<file path="src/rtl/spi_flag_pkg.sv">
package spi_flag_pkg;

    localparam int STAT_W    = 8;
    localparam int LEN_W     = 3;
    localparam int CNT_W     = LEN_W + 1;
    localparam int NUM_FLAGS = 4;

    // flag vector index order matches status bits 7..4
    localparam int F_ABT = 0;
    localparam int F_COL = 1;
    localparam int F_OVR = 2;
    localparam int F_IRQ = 3;
    localparam int FLAG_LSB = 4;

    typedef struct packed {
        logic       irq;
        logic       ovr;
        logic       col;
        logic       abt;
        logic [1:0] rsvd;
        logic       tx_busy;
        logic       ss_lvl;
    } stat_word_t;

    typedef struct packed {
        logic done;
        logic ovr;
        logic fault;
        logic abort;
        logic sw;
    } evt_t;

    localparam stat_word_t STAT_RESET = '{irq: 1'b0, ovr: 1'b0, col: 1'b0, abt: 1'b0,
                                          rsvd: 2'b00, tx_busy: 1'b0, ss_lvl: 1'b1};

    // bits per character: 0 encodes the full 2**LEN_W
    function automatic logic [CNT_W-1:0] char_bits(input logic [LEN_W-1:0] len);
        return (len == '0) ? CNT_W'(1 << LEN_W) : CNT_W'(len);
    endfunction

    // map event group onto the per-flag set vector
    function automatic logic [NUM_FLAGS-1:0] flag_sets(input evt_t e);
        logic [NUM_FLAGS-1:0] s;
        s        = '0;
        s[F_IRQ] = e.sw | e.done | e.abort;
        s[F_OVR] = e.ovr;
        s[F_COL] = e.fault;
        s[F_ABT] = e.abort;
        return s;
    endfunction

    function automatic stat_word_t pack_status(input logic [NUM_FLAGS-1:0] f,
                                               input logic tx, input logic ss);
        stat_word_t w;
        w.irq     = f[F_IRQ];
        w.ovr     = f[F_OVR];
        w.col     = f[F_COL];
        w.abt     = f[F_ABT];
        w.rsvd    = 2'b00;
        w.tx_busy = tx;
        w.ss_lvl  = ss;
        return w;
    endfunction

endpackage

</file>
<file path="src/rtl/spi_w1c_cell.sv">
module spi_w1c_cell (
    input  logic clk,
    input  logic rst,
    input  logic en,
    input  logic set,
    input  logic clr,
    output logic q
);
    always_ff @(posedge clk) begin
        if (rst || !en)
            q <= 1'b0;
        else
            q <= set | (q & ~clr);   // set has priority over clear
    end
endmodule

</file>
<file path="src/rtl/spi_flag_bank.sv">
module spi_flag_bank #(
    parameter int N = spi_flag_pkg::NUM_FLAGS
) (
    input  logic         clk,
    input  logic         rst,
    input  logic         en,
    input  logic [N-1:0] set,
    input  logic [N-1:0] clr,
    output logic [N-1:0] q
);
    for (genvar i = 0; i < N; i++) begin : g_flag
        spi_w1c_cell u_cell (
            .clk (clk),
            .rst (rst),
            .en  (en),
            .set (set[i]),
            .clr (clr[i]),
            .q   (q[i])
        );
    end
endmodule

</file>
<file path="src/rtl/spi_abort_det.sv">
module spi_abort_det
    import spi_flag_pkg::*;
#(
    parameter int LW = LEN_W,
    localparam int CW = LW + 1
) (
    input  logic          clk,
    input  logic          rst,
    input  logic          en,
    input  logic          slave_mode,
    input  logic [LW-1:0] char_len,
    input  logic          ss_n,
    input  logic          bit_tick,
    output logic          abort_pulse,
    output logic          ss_lvl
);
    logic          ss_prev_q;
    logic [CW-1:0] cnt_q;
    logic [CW-1:0] cnt_inc;
    logic [CW-1:0] limit;
    logic          ss_fall;
    logic          ss_rise;

    assign limit   = CW'(char_bits(LEN_W'(char_len)));
    assign ss_fall = ~ss_n & ss_prev_q;
    assign ss_rise = ss_n & ~ss_prev_q;
    assign cnt_inc = cnt_q + CW'(1);

    always_ff @(posedge clk) begin
        if (rst || !en) begin
            ss_prev_q <= 1'b1;
            cnt_q     <= '0;
        end else begin
            ss_prev_q <= ss_n;
            if (ss_fall)
                cnt_q <= '0;
            else if (!ss_n && bit_tick)
                cnt_q <= (cnt_inc >= limit) ? '0 : cnt_inc;
        end
    end

    assign abort_pulse = en & slave_mode & ss_rise & (cnt_q != '0);
    assign ss_lvl      = ss_prev_q;
endmodule

</file>
<file path="src/rtl/spi_flag_unit.sv">
module spi_flag_unit
    import spi_flag_pkg::*;
(
    input  logic       clk,
    input  logic       rst,
    input  logic       en,
    input  logic       slave_mode,
    input  logic       sw_irq_req,
    input  logic [2:0] char_len,
    input  logic       xfer_done,
    input  logic       overrun_evt,
    input  logic       fault_evt,
    input  logic       tx_busy_in,
    input  logic       ss_n,
    input  logic       bit_tick,
    input  logic       wr_en,
    input  logic [7:0] wr_data,
    output logic [7:0] rd_data,
    output logic       irq
);
    evt_t                 evt;
    logic                 abort_pulse;
    logic                 ss_lvl;
    logic                 tx_q;
    logic [NUM_FLAGS-1:0] flag_set;
    logic [NUM_FLAGS-1:0] flag_clr;
    logic [NUM_FLAGS-1:0] flag_q;
    stat_word_t           stat;

    spi_abort_det #(.LW(LEN_W)) u_abort (
        .clk         (clk),
        .rst         (rst),
        .en          (en),
        .slave_mode  (slave_mode),
        .char_len    (char_len),
        .ss_n        (ss_n),
        .bit_tick    (bit_tick),
        .abort_pulse (abort_pulse),
        .ss_lvl      (ss_lvl)
    );

    always_comb begin
        evt.done  = xfer_done;
        evt.ovr   = overrun_evt;
        evt.fault = fault_evt;
        evt.abort = abort_pulse;
        evt.sw    = sw_irq_req;
        flag_set  = flag_sets(evt);
        flag_clr  = wr_en ? wr_data[FLAG_LSB +: NUM_FLAGS] : '0;
    end

    spi_flag_bank #(.N(NUM_FLAGS)) u_bank (
        .clk (clk),
        .rst (rst),
        .en  (en),
        .set (flag_set),
        .clr (flag_clr),
        .q   (flag_q)
    );

    always_ff @(posedge clk) begin
        if (rst || !en)
            tx_q <= 1'b0;
        else
            tx_q <= tx_busy_in;
    end

    assign stat    = pack_status(flag_q, tx_q, ss_lvl);
    assign rd_data = stat;
    assign irq     = flag_q[F_IRQ];
endmodule

</file>
<file path="config.mk">
export PLATFORM = sky130hd
export DESIGN_NAME = spi_flag_unit
export DESIGN_NICKNAME = d
export VERILOG_FILES = /design/src/rtl/spi_flag_pkg.sv /design/src/rtl/spi_w1c_cell.sv /design/src/rtl/spi_flag_bank.sv /design/src/rtl/spi_abort_det.sv /design/src/rtl/spi_flag_unit.sv
export SDC_FILE = /design/constraint.sdc
export NUM_CORES = 1
export LEC_CHECK = 0
export ABC_AREA = 1
export BUFFER_PORTS_ARGS = -buffer_cell sky130_fd_sc_hd__buf_2
export CORE_UTILIZATION = 44
export DETAILED_ROUTE_END_ITERATION = 6
export PLACE_DENSITY = 0.76
export SLEW_MARGIN = 20
export SYNTH_ARGS = -nofsm -noshare
export SYNTH_HDL_FRONTEND = slang
export SYNTH_HIERARCHICAL = 1
export SYNTH_SLANG_ARGS = --single-unit
</file>
<file path="constraint.sdc">
create_clock -name clk -period 1.69 [get_ports clk]
set_input_delay 0.338 -clock clk [delete_from_list [all_inputs] [get_ports clk]]
set_output_delay 0.338 -clock clk [all_outputs]
set_load 0.05 [all_outputs]
</file>
[Word level (Yosys, flattened, before mapping)]
Cells that the tools add are included.
Cells by class
  muxes and demuxes: 3
  bitwise gates (word level): 21
  magnitude comparators: 1
  add/sub/neg operators: 1
  reductions and logical operators: 7
Operator list (number)
  $mux W4: 3
  $and A1 B1 Y1: 9
  $not A1 Y1: 6
  $or A1 B1 Y1: 6
  $add A4 B1 Y4 const B: 1
  $ge A4 B4 Y1: 1
  $reduce_bool A4 Y1: 1
  $logic_not A3 Y1: 1
  $logic_not A1 Y1: 2
  $reduce_or A2 Y1: 1
  $logic_and A1 B1 Y1: 1
  $logic_or A1 B1 Y1: 1
Storage, ports and cells
  bits in registers: 10
  word-level logic and storage cells: 40

[Longest topological paths before layout]
  word-level depth: 6
  mapped depth: 9

[Modules after synthesis]
Netlist, hierarchy kept.
By module, submodules not included
  spi_abort_det: area an instance 380.4 um2, cells an instance 58, times used 1
  spi_w1c_cell: area an instance 47.5 um2, cells an instance 7, times used 4
  spi_flag_unit: area an instance 110.1 um2, cells an instance 20, times used 1

[Worst setup path after synthesis]
No wires, ideal clock.
  path type: reg2reg
  from: register u_abort.cnt_q[0]
  to: register u_abort.cnt_q[0]
  slack: 0.216 ns
  stages on the path, launching flop included: 9
  path buffers: 0
  arrival: 1.404 ns
  period minus slack after synthesis: 1.474 ns
  data required time: 1.620 ns
  path through: dfxtp_1 inv_1 ha_1 ha_1 nand2_1 nand2_1 nand2_1 nand3_1 a21oi_1
Between the ends
  word-level cells in the longest chain between the ends: 3
Ends and longest elaborated chain
  start: declaration: line spi_abort_det.sv:18  | logic [CW-1:0] cnt_q;
  start signal: assignment: line spi_abort_det.sv:38  | cnt_q <= (cnt_inc >= limit) ? '0 : cnt_inc;
  $add A4 B1 Y4 *: line spi_abort_det.sv:27  | assign cnt_inc = cnt_q + CW'(1);
  $ge A4 B4 Y1: line spi_abort_det.sv:38
  $mux W4 *: line spi_abort_det.sv:38
Mark *: on every way between the ends. The rest lies on a longest branch, timed or not.
A chain may end at the register's enable or synchronous reset.

[Worst setup path in the final report]
Same ends and word-level chain as after synthesis.

==> results.json <==
{
  "status": "complete, no violations",
  "final_util_pct": 61.8,
  "post-dp-hpwl_um": 1050,
  "crit_fanout": 5,
  "first_iter_violations": 7,
  "rr_startpoint": "u_abort/cnt_q[0]",
  "cts.sinks": 10,
  "rows": 13,
  "antenna_cells": 0,
  "cts_tree": "done",
  "reg2reg_slack_ns": 0.13,
  "vias_per_cell": 4.53,
  "ant_nets": 0,
  "worstSetupPathDepth": 8,
  "multi_input_area_um2": 342,
  "crit_path_max_incr_delay_ns": 0.37,
  "fin_tns_setup_ns": 0,
  "grt_pass1_vias": 545,
  "synth_top_cell_area_share_pct": 29.4,
  "setup_viol": 0,
  "vdd_drop_max_mv": 0.386,
  "finalWirelength_um": 1310,
  "synthCells": 106,
  "drv_slew": 0,
  "clk_pin_slew_ns": 0.07,
  "fmax_mhz": 642,
  "critPathKind": "flop to flop",
  "synth_area_leaders": "dfxtp_1 29%, inv_1 17%, nand2_1 14%",
  "leakagePower_nw": 0.508,
  "crit_end": "u_abort/cnt_q[0]",
  "regArea_um2": 203,
  "drc": 0,
  "crit_family": "adder cells",
  "antenna_found_initial": 0,
  "ios": 32,
  "cts_hold_buf": 0,
  "start_kind": "flop",
  "syn2layout_area_growth_pct": 24.1,
  "synth_cell_types": 14,
  "power_density_mw_per_mm2": 685,
  "gr-total-overflow": 0,
  "clock_path_buffers": 2,
  "dr.pass1.iters": 4,
  "end_kind": "flop",
  "cts_made_buffers": 3,
  "rr_worst_depth": 8,
  "drt-wirelength-per-cell_um": 8.99,
  "clk_latency_ns": 0.26,
  "syn_avg_cell_area_um2": 6.42,
  "cp.arrival_ns": 1.74,
  "start_util_pct": 49.8,
  "synth_top_flop_cell": "dfxtp_1",
  "yosys_warnings": 6,
  "synth.cells.most_frequent": "30 x inv_1, 25 x nand2_1, 10 x dfxtp_1",
  "grt_usage_pct": 18.1,
  "ys_seq_elements": 10,
  "die_area_mm2": 0.00171,
  "ys_seq_area_share_pct": 29.4,
  "min_path_type": "input pin to flop",
  "cts_root_buffer": "clkbuf_4",
  "design.core.area_mm2": 0.00137,
  "timing.final.hold_violations": 0,
  "crit_top_cell": "nand2_1",
  "drive_above_1_share_pct": 29.0,
  "slowest_stage": "dfxtp_2",
  "htree_levels": 1,
  "crit_chain": "inv_1, ha_1, ha_1, nand2_1, nand2_1, nand2_1, nand3_1, a21oi_1",
  "path_buf_inv": 1,
  "die_h_um": 41.3,
  "syn_area_um2": 681,
  "finalCritPeriodShare_pct": 92.2,
  "rsz0062_at_grt": "false",
  "portBuffers": 25,
  "grt_pass1_wl_um": 1960,
  "drv_cap": 0,
  "clock_skew_ns": 0.00228,
  "die_w_um": 41.3,
  "fill_cells": 142,
  "fin_nets": 161,
  "gp_congestion": 0.749,
  "grt_max_degree": 8,
  "synth.most_common_cell": "inv_1",
  "cts_setup_buffers": 0,
  "yosysTopAreaCell": "dfxtp_1",
  "vias": 661,
  "rr_endpoint": "u_abort/cnt_q[0]",
  "fin_crit_ns": 1.56,
  "synthArstFlopShare_pct": 0,
  "critPathRequiredTime_ns": 1.87,
  "crit_start": "u_abort/cnt_q[0]",
  "synth_edf_count": 0
}
## placed cells by master, fill, tap and decap left out
master	count
a21oi_1	5
a21oi_2	5
buf_2	25
buf_4	1
clkbuf_4	3
clkbuf_8	1
conb_1	2
dfxtp_1	8
dfxtp_2	2
ha_1	6
inv_1	30
nand2_1	25
nand3_1	5
nand4_1	2
nor2_1	6
o21ai_0	4
xor2_2	1
## how the worst min path moves through the flow
| stage | start | end | slack (ns) | depth (start not counted) |
|---|---|---|---|---|
| finish | ss_n | u_abort/ss_lvl | 0.30 | 3 |
| CTS | ss_n | u_abort/ss_lvl | 0.29 | 3 |
| floorplan | rst | tx_q | 0.41 | 1 |
| global route | tx_busy_in | tx_q | 0.29 | 3 |
| detailed placement | u_bank/g_flag[1].u_cell/q | u_bank/g_flag[1].u_cell/q | 0.46 | 2 |
| global placement | u_bank/g_flag[2].u_cell/q | u_bank/g_flag[2].u_cell/q | 0.45 | 2 |
## kinds of logic after synthesis
group,Yosys count,synth area share [%]
XOR/XNOR,1,1.29
adder cells (fa/ha/maj),6,11.0
AND/OR/NAND/NOR,38,22.6
flip-flops,10,29.4
other,1,0.551
AO/OA/AOI/OAI,14,12.5
buffers and inverters,36,22.6
## per-layer routing
metal | part of all wire [%] | track usage [%] | routed length (µm)
met5 | 0 | 0 | 0
met3 | 7.1 | 6.38 | 93
met1 | 40 | 16.8 | 525
met2 | 52 | 34.0 | 681
met4 | 0.91 | 9.68 | 12
## power breakdown
part / leakage [nW] / internal (mW) / switching, mW
registers: 0.0826 / 0.243 / 0.00463
clock network: 0.0210 / 0.131 / 0.0830
logic: 0.404 / 0.0393 / 0.0780
total: 0.508 / 0.413 / 0.166
## area by class of cell
| type | count | area share (%) |
|---|---|---|
| inverter | 30 | 13.3 |
| timing repair buffer | 26 | 15.7 |
| sequential | 10 | 24.0 |
| multi-input combinational | 61 | 40.4 |
| clock buffer | 4 | 4.30 |
| tap | 15 | 2.22 |
## worst min-delay path: stages
cell and delay [ns]:
buf_2 0.09, inv_1 0.05, nand2_1 0.05
## stage by stage
stage	instances	worst slack (ns)	total power [mW]	area [µm²]	hold slack (ns)
global placement	142	0.146	0.366	795	0.451
CTS	146	0.0373	0.588	831	0.286
detailed placement	142	0.0753	0.370	795	0.461
global route	146	0.0184	0.621	845	0.293
finish	146	0.132	0.579	845	0.296
floorplan	107	0.216	0.338	684	0.410
## sequential cells by signal, summed over array words and instances (netlist names)
name / flops
u_abort/cnt_q: 4
u_bank/g_flag.u_cell/q: 4
tx_q: 1
u_abort/ss_lvl: 1
## what timing repair did
item | in CTS | in global routing
gates resized for setup | 0 | 4
setup endpoints to repair | 0 | 4
hold endpoints to repair | 0 | 0
No activity file was read; power rests on OpenSTA's default activity.
